[src/rtl/ddr_frame_pkg.sv]
package ddr_frame_pkg;
    localparam int PAY_W  = 16;
    localparam int CRC_W  = 5;
    localparam int PRE_W  = 2;
    localparam int PAR_W  = 2;
    localparam int WORD_W = PRE_W + PAY_W + PAR_W;
    localparam int TAG_W  = 4;
    localparam int PAD_W  = PAY_W - TAG_W - CRC_W;

    typedef enum logic [1:0] {
        K_CMD    = 2'd0,
        K_DFIRST = 2'd1,
        K_DNEXT  = 2'd2,
        K_CRC    = 2'd3
    } word_kind_e;

    localparam logic [PRE_W-1:0] PRE_CMD    = 2'b01;
    localparam logic [PRE_W-1:0] PRE_DFIRST = 2'b10;
    localparam logic [PRE_W-1:0] PRE_DNEXT  = 2'b11;
    localparam logic [TAG_W-1:0] CRC_TAG    = 4'hC;
    localparam logic [CRC_W-1:0] CRC_SEED   = '1;

    typedef struct packed {
        logic [PRE_W-1:0] pre;
        logic [PAY_W-1:0] pay;
        logic [PAR_W-1:0] par;
    } ddr_word_t;

    function automatic logic [PAR_W-1:0] pair_parity(input logic [PAY_W-1:0] p);
        logic odd_x;
        logic even_x;
        odd_x  = 1'b0;
        even_x = 1'b1;
        for (int i = 0; i < PAY_W; i += 2) begin
            even_x ^= p[i];
            odd_x  ^= p[i+1];
        end
        return {odd_x, even_x};
    endfunction

    function automatic logic [CRC_W-1:0] crc5_absorb(input logic [CRC_W-1:0] c_in,
                                                      input logic [PAY_W-1:0] p);
        logic [CRC_W-1:0] c;
        logic fb;
        c = c_in;
        for (int i = PAY_W - 1; i >= 0; i--) begin
            fb = p[i] ^ c[4];
            c  = {c[3], c[2], c[1] ^ fb, c[0], fb};
        end
        return c;
    endfunction

    function automatic logic kind_is_data(input word_kind_e k);
        return (k == K_DFIRST) || (k == K_DNEXT);
    endfunction
endpackage

[src/rtl/ddr_crc5_accum.sv]
module ddr_crc5_accum
    import ddr_frame_pkg::*;
(
    input  logic             clk,
    input  logic             rst,
    input  logic             sot,
    input  logic             absorb,
    input  logic [PAY_W-1:0] payload,
    output logic [CRC_W-1:0] crc_now,
    output logic             seen_now
);
    logic [CRC_W-1:0] crc_q;
    logic             seen_q;

    assign crc_now  = sot ? CRC_SEED : crc_q;
    assign seen_now = sot ? 1'b0 : seen_q;

    always_ff @(posedge clk) begin
        if (rst) begin
            crc_q  <= CRC_SEED;
            seen_q <= 1'b0;
        end else if (absorb) begin
            crc_q  <= crc5_absorb(crc_now, payload);
            seen_q <= 1'b1;
        end else begin
            crc_q  <= crc_now;
            seen_q <= seen_now;
        end
    end

    // a start pulse without a data word leaves the preset state behind
    p_seed_after_sot_r7: assert property (@(posedge clk) disable iff (rst)
        (sot && !absorb) |=> (crc_q == CRC_SEED) && !seen_q);
endmodule

[src/rtl/ddr_word_build.sv]
module ddr_word_build
    import ddr_frame_pkg::*;
(
    input  word_kind_e       kind,
    input  logic [PAY_W-1:0] payload,
    input  logic [CRC_W-1:0] crc,
    output ddr_word_t        word
);
    always_comb begin
        word.pay = payload;
        word.par = pair_parity(payload);
        unique case (kind)
            K_CMD:    word.pre = PRE_CMD;
            K_DFIRST: word.pre = PRE_DFIRST;
            K_DNEXT:  word.pre = PRE_DNEXT;
            default: begin
                word.pre = PRE_CMD;
                word.pay = {CRC_TAG, crc, {PAD_W{1'b0}}};
                word.par = '0;
            end
        endcase
    end
endmodule

[src/rtl/ddr_out_stage.sv]
module ddr_out_stage
    import ddr_frame_pkg::*;
(
    input  logic      clk,
    input  logic      rst,
    input  logic      load,
    input  ddr_word_t word_in,
    input  logic      out_ready,
    output logic      out_valid,
    output ddr_word_t word_q,
    output logic      room
);
    assign room = !out_valid || out_ready;

    always_ff @(posedge clk) begin
        if (rst) begin
            out_valid <= 1'b0;
            word_q    <= '0;
        end else if (load) begin
            out_valid <= 1'b1;
            word_q    <= word_in;
        end else if (out_ready) begin
            out_valid <= 1'b0;
        end
    end

    // a stalled word is held unchanged
    p_hold_stable_r9: assert property (@(posedge clk) disable iff (rst)
        (out_valid && !out_ready) |=> out_valid && $stable(word_q));
endmodule

[src/rtl/ddr_word_framer.sv]
module ddr_word_framer
    import ddr_frame_pkg::*;
(
    input  logic              clk,
    input  logic              rst,
    input  logic              sot,
    input  logic              in_valid,
    output logic              in_ready,
    input  logic [1:0]        in_kind,
    input  logic [PAY_W-1:0]  in_payload,
    output logic              out_valid,
    input  logic              out_ready,
    output logic [WORD_W-1:0] out_word,
    output logic              proto_err
);
    word_kind_e       kind;
    logic             take;
    logic [CRC_W-1:0] crc_now;
    logic             seen_now;
    ddr_word_t        built;
    ddr_word_t        held;

    assign kind = word_kind_e'(in_kind);
    assign take = in_valid && in_ready;

    ddr_crc5_accum u_crc (
        .clk      (clk),
        .rst      (rst),
        .sot      (sot),
        .absorb   (take && kind_is_data(kind)),
        .payload  (in_payload),
        .crc_now  (crc_now),
        .seen_now (seen_now)
    );

    ddr_word_build u_build (
        .kind    (kind),
        .payload (in_payload),
        .crc     (crc_now),
        .word    (built)
    );

    ddr_out_stage u_out (
        .clk       (clk),
        .rst       (rst),
        .load      (take),
        .word_in   (built),
        .out_ready (out_ready),
        .out_valid (out_valid),
        .word_q    (held),
        .room      (in_ready)
    );

    assign out_word = held;

    always_ff @(posedge clk) begin
        if (rst)
            proto_err <= 1'b0;
        else if (take && kind == K_CRC && !seen_now)
            proto_err <= 1'b1;
    end

    // the error flag never clears without reset
    p_err_sticky_r8: assert property (@(posedge clk) disable iff (rst)
        proto_err |=> proto_err);

    // a valid word never carries the unused preamble 2'b00
    p_preamble_legal_r1: assert property (@(posedge clk) disable iff (rst)
        out_valid |-> (out_word[19:18] != 2'b00));

    // odd-position parity on data words
    p_parity_odd_r2: assert property (@(posedge clk) disable iff (rst)
        (out_valid && out_word[19]) |->
        (out_word[1] == ^{out_word[17], out_word[15], out_word[13], out_word[11],
                          out_word[9], out_word[7], out_word[5], out_word[3]}));
endmodule

[config.mk]
export PLATFORM = sky130hd
export DESIGN_NAME = ddr_word_framer
export DESIGN_NICKNAME = d
export VERILOG_FILES = /design/src/rtl/ddr_frame_pkg.sv /design/src/rtl/ddr_crc5_accum.sv /design/src/rtl/ddr_word_build.sv /design/src/rtl/ddr_out_stage.sv /design/src/rtl/ddr_word_framer.sv
export SDC_FILE = /design/constraint.sdc
export NUM_CORES = 1
export LEC_CHECK = 0
export BUFFER_PORTS_ARGS = -buffer_cell sky130_fd_sc_hd__buf_4
export CAP_MARGIN = 20
export CORE_ASPECT_RATIO = 0.7
export CORE_MARGIN = 2
export CORE_UTILIZATION = 40
export CTS_BUF_LIST = sky130_fd_sc_hd__clkbuf_8
export CTS_CLUSTER_SIZE = 30
export DETAILED_ROUTE_END_ITERATION = 7
export HOLD_SLACK_MARGIN = 0.02
export RECOVER_POWER = 100
export SETUP_SLACK_MARGIN = 0.2
export SYNTH_ARGS = -nofsm -noshare
export SYNTH_HDL_FRONTEND = slang
export SYNTH_HIERARCHICAL = 1
export SYNTH_SLANG_ARGS = --single-unit
export TNS_END_PERCENT = 50
[constraint.sdc]
create_clock -name clk -period 2.3 [get_ports clk]
set_input_delay 0 -clock clk [delete_from_list [all_inputs] [get_ports clk]]
set_output_delay 0 -clock clk [all_outputs]
set_load 0.1 [all_outputs]
After elaboration in Yosys (flattened, before gate mapping) --
Index checks and enable logic that the tools add are counted.
Word-level totals: memories 0, latch bits 0, memory bits (read-only) 0, output and inout bits 23, flip-flop bits (word level) 28, logic and storage cells 76, RAM bits 0
Operators by class: multipliers 0, shift operators 0, reductions and logical operators 11, equal/unequal tests 3, add/subtract/negate cells 0, div/mod/pow operators 0, mux-type cells 8, bitwise gates (word level) 47, $lt $le $gt $ge 0
Operators by type and width (count):
- 1-bit bitwise XOR | 46
- 18-bit 2-to-1 mux | 1
- 5-bit 2-to-1 mux | 2
- 2-bit equality test (second input constant) | 2
- 1-bit logical AND | 4
- 1-bit 2-to-1 mux | 4
- 2-bit one-hot mux with 2 select lines | 1
- 3-bit OR reduction | 1
- 2-bit by 1-bit equality test with 1-bit output (second input constant) | 1
- 1-bit zero test | 2
- 2-bit zero test | 1
- 1-bit logical OR | 2
- 2-bit nonzero test | 1
- 1-bit NOT | 1

Logic depth before layout (Yosys ltp) --
Gate-level depths: netlist of run 1.
depth in word-level cells 14, mapped depth 6, gate-level depth less buffers 6

Modules after synthesis --
The synthesis of run 1 kept the hierarchy.
Modules (own cells, without submodules):
- ddr_out_stage | instances 1, cells each 69, area an instance 769.5 sq um
- ddr_crc5_accum | instances 1, cells each 65, area an instance 653.1 sq um
- ddr_word_build | instances 1, cells each 39, area an instance 306.5 sq um
- ddr_word_framer | instances 1, cells each 7, area an instance 62.6 sq um

Worst setup path before layout of run 1 --
No wires, ideal clock.
path kind register to register, start register u_out.out_valid, end register u_crc.crc_q[1], cell stages (with the launch flop) 7, setup slack -0.634 ns, library setup time 0.123 ns, data arrival time 2.811 ns, cell sequence dfxtp_1 -> nand2b_1 -> and3_1 -> clkbuf_1 -> nor2_1 -> a21oi_1 -> or2_2
Between the ends: word-level cells in the longest chain between the ends 5
Ends and longest elaborated chain:
- start, declared | RTL line ddr_out_stage.sv:9 | output logic out_valid,
- start signal, assigned | RTL line ddr_out_stage.sv:17 | out_valid <= 1'b0;
- start signal, assigned | RTL line ddr_out_stage.sv:20 | out_valid <= 1'b1;
- start signal, assigned | RTL line ddr_out_stage.sv:23 | out_valid <= 1'b0;
- 1-bit zero test | RTL line ddr_out_stage.sv:13 | assign room = !out_valid || out_ready;
- 1-bit logical OR | RTL line ddr_out_stage.sv:13
- via in_ready | RTL line ddr_word_framer.sv:8 | output logic in_ready,
- 1-bit logical AND | RTL line ddr_word_framer.sv:24 | assign take = in_valid && in_ready;
- 1-bit logical AND | RTL line ddr_word_framer.sv:30 | .absorb (take && kind_is_data(kind)),
- 5-bit 2-to-1 mux | RTL line ddr_crc5_accum.sv:22 | end else if (absorb) begin
- end signal, assigned | RTL line ddr_crc5_accum.sv:23 | crc_q <= crc5_absorb(crc_now, payload);
- end signal, assigned | RTL line ddr_crc5_accum.sv:26 | crc_q <= crc_now;
- end, declared | RTL line ddr_crc5_accum.sv:12 | logic [CRC_W-1:0] crc_q;
The timed path passes the listed nets, and every way through them passes these cells. A chain may end at the register's enable or synchronous reset.

Worst setup path after layout of run 1 --
start register u_crc.crc_q[2], end register u_crc.crc_q[3]
Between the ends: word-level cells in the longest chain between the ends 12, elaborated cells on any way between the ends 16
Ends and longest elaborated chain:
- 5-bit 2-to-1 mux * | RTL line ddr_crc5_accum.sv:15 | assign crc_now = sot ? CRC_SEED : crc_q;
- 1-bit bitwise XOR * | RTL line ddr_frame_pkg.sv:47 | fb = p[i] ^ c[4];
- 1-bit bitwise XOR | RTL line ddr_frame_pkg.sv:48 | c = {c[3], c[2], c[1] ^ fb, c[0], fb};
- 1-bit bitwise XOR | RTL line ddr_frame_pkg.sv:47
- 1-bit bitwise XOR | RTL line ddr_frame_pkg.sv:48
- 1-bit bitwise XOR | RTL line ddr_frame_pkg.sv:47
- 1-bit bitwise XOR | RTL line ddr_frame_pkg.sv:48
- 1-bit bitwise XOR | RTL line ddr_frame_pkg.sv:47
- 1-bit bitwise XOR | RTL line ddr_frame_pkg.sv:48
- 1-bit bitwise XOR | RTL line ddr_frame_pkg.sv:47
- 1-bit bitwise XOR * | RTL line ddr_frame_pkg.sv:48
- 5-bit 2-to-1 mux * | RTL line ddr_crc5_accum.sv:22
Mark *: on every way between the ends. The rest lies on a longest branch, timed or not.

==> results of run 1 <==
[power groups by stage]
stage          combinational [mW]  sequential, mW  clock [mW]
2_1_floorplan               0.494           0.768           0
3_3_place_gp                0.842           0.561           0
3_5_place_dp                0.855           0.564           0
4_1_cts                     0.860           0.553       0.325
5_1_grt                     0.860           0.557       0.347
6_report                    0.815           0.552       0.314
[layer usage]
layer / track usage / up-vias
met5: 0 / -
met4: 0.02765 / 0
met3: 0.04834 / 4
met2: 0.2811 / 35
met1: 0.2207 / 616
li1: - / 667
[worst max path at each step]
stage	startpoint	to	slack, ns	depth (start not counted)
after detailed placement	u_crc/crc_q[2]	u_crc/crc_q[3]	0.33	6
after CTS	u_crc/crc_q[2]	u_crc/crc_q[3]	0.31	6
after global placement	u_crc/crc_q[2]	u_crc/crc_q[3]	0.37	6
after floorplan	u_out/out_valid	u_crc/crc_q[1]	0.34	6
after global routing	u_crc/crc_q[2]	u_crc/crc_q[3]	0.15	6
final	u_crc/crc_q[2]	u_crc/crc_q[3]	0.24	6
[registers in the layout, summed over array words and instances, names as in the netlist]
| name | cells |
|---|---|
| u_crc/crc_q | 5 |
| u_crc/seen_q | 1 |
| u_out/out_valid | 1 |
| u_out/word_q | 20 |
| proto_err | 1 |
[final cells by class]
cell class | count | area (sq um)
flip-flops and latches | 28 | 561.8
fillers | 440 | 2213
well taps | 55 | 68.82
inverters | 8 | 30.03
multi-input cells | 136 | 1109
repair buffers | 48 | 291.5
clock buffers | 4 | 55.05
[logic make-up (layout without fill, tap and decap cells)]
kind of cell,after synthesis,after routing,synth area share
adders and majority gates,3,3,0.02095
muxes,25,25,0.1432
DFF,28,28,0.3129
xor gates and xnor gates,46,46,0.2807
and+or+nand+nor,56,56,0.1592
buffers and inverters,16,60,0.06005
AOI/OAI and AO/OA,6,6,0.02304
[stage by stage]
| stage | util | setup slack [ns] |
|---|---|---|
| CTS | 0.5139 | 0.3061 |
| global route | 0.4887 | 0.1495 |
| detailed placement | 0.4965 | 0.3276 |
| floorplan | - | 0.3441 |
| global placement | 0.4965 | 0.3697 |
| finish | 0.4887 | 0.2381 |
[cell usage in the layout, fill, tap and decap left out, types with 2 or more instances in the layout]
cell type / count
a211o_1: 3
a21oi_1: 3
buf_4: 21
clkbuf_1: 23
clkbuf_8: 4
dfxtp_1: 27
dlygate4sd3_1: 2
ha_1: 3
inv_1: 7
mux2_2: 5
mux2i_1: 20
nor2_1: 31
nor2b_1: 10
nor3_1: 2
or2_2: 5
xnor2_1: 31
xnor3_1: 4
xor2_1: 9
==> results.cfg, run 1 <==
[place]
place_area_sq_mm = 0.002150
dp.cells = 273
io_buffers = 45
gp_congestion = 0.8739
dp_hpwl_mm = 3.057

[clocking]
postCtsHoldBufs = 2
insertion_delay_ns = 0.28
clk_pin_slew_worst_paths_ns = 0.10
clock_sinks = 28
cts_buffer_depth = 2
cts_resized = 0
h-tree-depth = 1
cts_setup_buffers = 0
cts-buffers-inserted = 3
cts_tree = done
cts_root_buf = clkbuf_8

[global_routing]
grt_pass1_vias = 1332
antenna_found_initial = 0
grtUsageTotal = 0.1672
grt_max_degree = 31
grt_pass1_wl_mm = 6.548
overflow = 0

[flow_run]
drv_cap = 0

[cells_and_area]
area_growth_pct = 18.09
instances_no_fill = 279
drive_above_1_share = 0.1830
nets = 251
antenna_cells = 0
fin_area_sq_mm = 0.002116

[power_and_ir_drop]
p_int_mw = 1.012
comb_power_share = 0.485
p_sw_mw = 0.6681
vdd_drop_max_uv = 478.8
power.density_mw_per_mm2 = 794.2
swShare = 0.3976
power_frac_clock = 0.187
finalPower_mw = 1.680
p_leak_nw = 0.9007
p_seq_frac = 0.328

[status]
status = finished clean

[setup_path]
crit_path_frequent_cell = xnor2_1
critPathTopFamily = XOR/XNOR gates
cp_num_buf_inv = 0
required_ns = 2.48
r2r_slack_ns = 0.24
reg2regPathDepth = 6
cpPeakStageDelay_ns = 0.41
r2r_start = u_crc/crc_q[2]
r2r-end = u_crc/crc_q[3]
crit_slowest_cell = xnor3_2
path_max_fanout = 5
path_cells = nor2_4 > xnor2_1 > xnor3_1 > xnor3_2 > xnor2_1 > a211o_1
end_kind = flip-flop
arrival_ns = 2.24
path_class = flip-flop to flip-flop
critPathLaunchType = flip-flop

[worst_hold_path]
hold_path.class = input port to flip-flop
min-delay-start = rst
hold_depth = 2
holdPathEnd = u_crc/seen_q

[floorplan]
rows = 20
die_area_sq_mm = 0.005039
die_h_microns = 60.00
core_sq_mm = 0.004329
initial_utilization = 0.4139
io-pin-count = 46
die_x_microns = 84.00

[synth]
synth_flop_cell = dfxtp_1
async_flop_share = 0
ys_types = 29
ys_seq_elements = 28
synth_nets = 206
synth_edf_count = 0
synth.area.top_cells = dfxtp_1, xnor2_1, mux2i_1, nor2_1, xnor3_1
postSynthAreaPerCell_sq_um = 9.954
syn_area_sq_mm = 0.001792
yosys_warnings = 6
yosys-top-cells-count = nor2_1, xnor2_1, dfxtp_1
ys_seq_area_frac = 0.3128
yosysTopAreaCellShare = 0.3128
synthCells = 180
yosys.area.top_type = dfxtp_1
synth.most_common_cell = nor2_1

[timing]
setup_tns_ns = 0
hold_viol_final = 0
max_freq_mhz = 485.0
setup_viol = 0
fin_skew_ns = 0.003506
max-slew-margin-rel = 0.2105
maxSlewViolCount = 0
fin_hold_ws_ns = 0.08193
min_period_ns = 2.062
rsz0062_at_grt = false
worst_slew_pin_slew_ns = 1.189
fin_crit_sh = 0.8965

[routing]
wirelength_mm = 3.937
vias_per_cell = 4.738
drc_errors = 0
met3_length_microns = 230
wl_met2_mm = 1.752
drtIter0Drc = 41
ant_nets = 0
wl_met1_mm = 1.918
via_count = 1322
firstDrtPassIters = 4
topRoutingLayerUsed = met4
wire_per_inst_microns = 14.11
Power figures use the tool's default switching activity.
==> run 2: changes to the inputs <==
- CELL_PAD_IN_SITES_DETAIL_PLACEMENT: default -> 1
- CELL_PAD_IN_SITES_GLOBAL_PLACEMENT: default -> 1
- PLACE_DENSITY_LB_ADDON: default -> 0.1
==> run 2 against run 1 <==
Net effect: via count grew 2.1%; hold slack gained 0.0070 ns; cell area grew 0.83%; non-clock buffer count is the same; die area is the same; critical path depth is the same; first-iteration DRC count grew 9.8%; setup slack lost 0.021 ns; maximum frequency shrank 1.0%; sequential power is essentially flat; global-route usage grew 2.3 points; sequential cell count is the same.
==> results.cfg, run 2 (same netlist as run 1, synthesis figures left out) <==
[setup_path]
path_cells = nor2_2 > xnor3_1 > xor3_1 > xnor2_1 > xnor2_1 > a211o_1
crit_path_frequent_cell = xnor2_1
path_depth = 6
crit_slowest_cell = xnor3_1
path_max_fanout = 5
critPathTopFamily = XOR/XNOR gates
r2r_start = u_crc/crc_q[2]
end_kind = flip-flop
cp_num_buf_inv = 0
arrival_ns = 2.27
required_ns = 2.49
crit_start = u_crc/crc_q[2]
cpPeakStageDelay_ns = 0.52
critPathLaunchType = flip-flop
reg2regPathDepth = 6
path_class = flip-flop to flip-flop

[clocking]
cts_setup_buffers = 0
cts_buffer_depth = 2
insertion_delay_ns = 0.29
cts_tree = done
cts_root_buf = clkbuf_8
clock_sinks = 28
cts-buffers-inserted = 3
h-tree-depth = 1
clk_pin_slew_worst_paths_ns = 0.11

[worst_hold_path]
hold_depth = 4
hold_path.class = input port to flip-flop
min-delay-start = in_payload[14]

[routing]
drtIter0Drc = 45
drc_errors = 0
wirelength_mm = 4.429
ant_nets = 0
vias_per_cell = 4.839
firstDrtPassIters = 4
wire_per_inst_microns = 15.87
via_count = 1350

[power_and_ir_drop]
comb_power_share = 0.468
power_frac_clock = 0.224
p_sw_mw = 0.6947
swShare = 0.3883
p_leak_nw = 0.9130
p_seq_frac = 0.309
power.density_mw_per_mm2 = 838.5
vdd_drop_max_uv = 383.9
p_int_mw = 1.094

[timing]
maxSlewViolCount = 0
rsz0062_at_grt = false
fin_crit_sh = 0.9056
layout_setup_ws_ns = 0.2172
worst_slew_pin_slew_ns = 1.176
hold_viol_final = 0
max_freq_mhz = 480.1
max-slew-margin-rel = 0.2193
fin_hold_ws_ns = 0.08893
setup_viol = 0
min_period_ns = 2.083
fin_skew_ns = 0.01021
setup_tns_ns = 0

[global_routing]
grt_max_degree = 31
grt_pass1_wl_mm = 7.452
antenna_found_initial = 0
overflow = 0
grt_pass1_vias = 1454
grtUsageTotal = 0.1905

[cells_and_area]
top_register = u_out/word_q
final_common_cell = nor2_1
antenna_cells = 0
seq_area_sq_um = 561.8
multi_input_area_sq_mm = 0.001125
layout_common_cells = nor2_1, xnor2_1, dfxtp_1, clkbuf_1, buf_4
largest_reg_flops = 20
fillers = 518
fin_util = 0.4928
nets = 251
drive_above_1_share = 0.1964
reg_top3 = u_out/word_q x20, u_crc/crc_q x5
area_growth_pct = 19.06

[floorplan]
core_sq_mm = 0.004329
die_x_microns = 84.00
io-pin-count = 46
die_area_sq_mm = 0.005039
initial_utilization = 0.4139
rows = 20
die_h_microns = 60.00

[status]
status = finished clean

[place]
dp_hpwl_mm = 3.365
pre_cts_slack_ns = 0.2828
io_buffers = 45
gp_congestion = 0.8037

[flow_run]
drv_cap = 0
-- run 2: power groups by stage --
stage / logic (mW) / clock network (mW) / registers, mW
6_report: 0.836 / 0.400 / 0.552
5_1_grt: 0.897 / 0.429 / 0.558
4_1_cts: 0.871 / 0.412 / 0.555
3_5_place_dp: 0.862 / 0 / 0.566
3_3_place_gp: 0.842 / 0 / 0.562
2_1_floorplan: 0.494 / 0 / 0.768
-- run 2: worst register-to-register path, stage by stage (launching register included) --
cell and delay (ns):
dfxtp_1 0.32, nor2_2 0.26, xnor3_1 0.52, xor3_1 0.22, xnor2_1 0.25, xnor2_1 0.12
a211o_1 0.29
-- run 2: final cells by class --
| class | instances | share of cell area |
|---|---|---|
| multi-input cells | 136 | 0.5273 |
| flip-flops and latches | 28 | 0.2633 |
| repair buffers | 48 | 0.1296 |
| well taps | 55 | 0.03226 |
| clock buffers | 3 | 0.01935 |
| clock inverters | 1 | 0.01408 |
| inverters | 8 | 0.01408 |
-- run 2: stage by stage --
step	area, sq um	power, mW	std cells
CTS	2228	1.838	279
detailed placement	2137	1.428	273
floorplan	1800	1.262	180
finish	2133	1.789	279
global placement	2137	1.404	273
global route	2133	1.883	279
-- run 2: what timing repair did --
action                                  CTS  global route
hold buffers                              2             0
endpoints found under the setup margin    0             2
gates resized for setup                   0             3
hold endpoints to repair                  2             0
-- run 2: routing by layer --
layer	up-vias	global-route usage	part of all wire
met3	4	0.04558	0.040
met2	28	0.3531	0.48
met5	-	0	0
met1	652	0.2345	0.47
met4	0	0.02765	0.0075
li1	666	-	-
-- run 2: final timing paths --
kind | slack (ns) | to
worst min-delay path | 0.09 | u_out/word_q[16]
worst max register to register | 0.22 | u_crc/crc_q[0]
worst max-delay path | 0.22 | u_crc/crc_q[0]
worst min register to register | 0.50 | proto_err
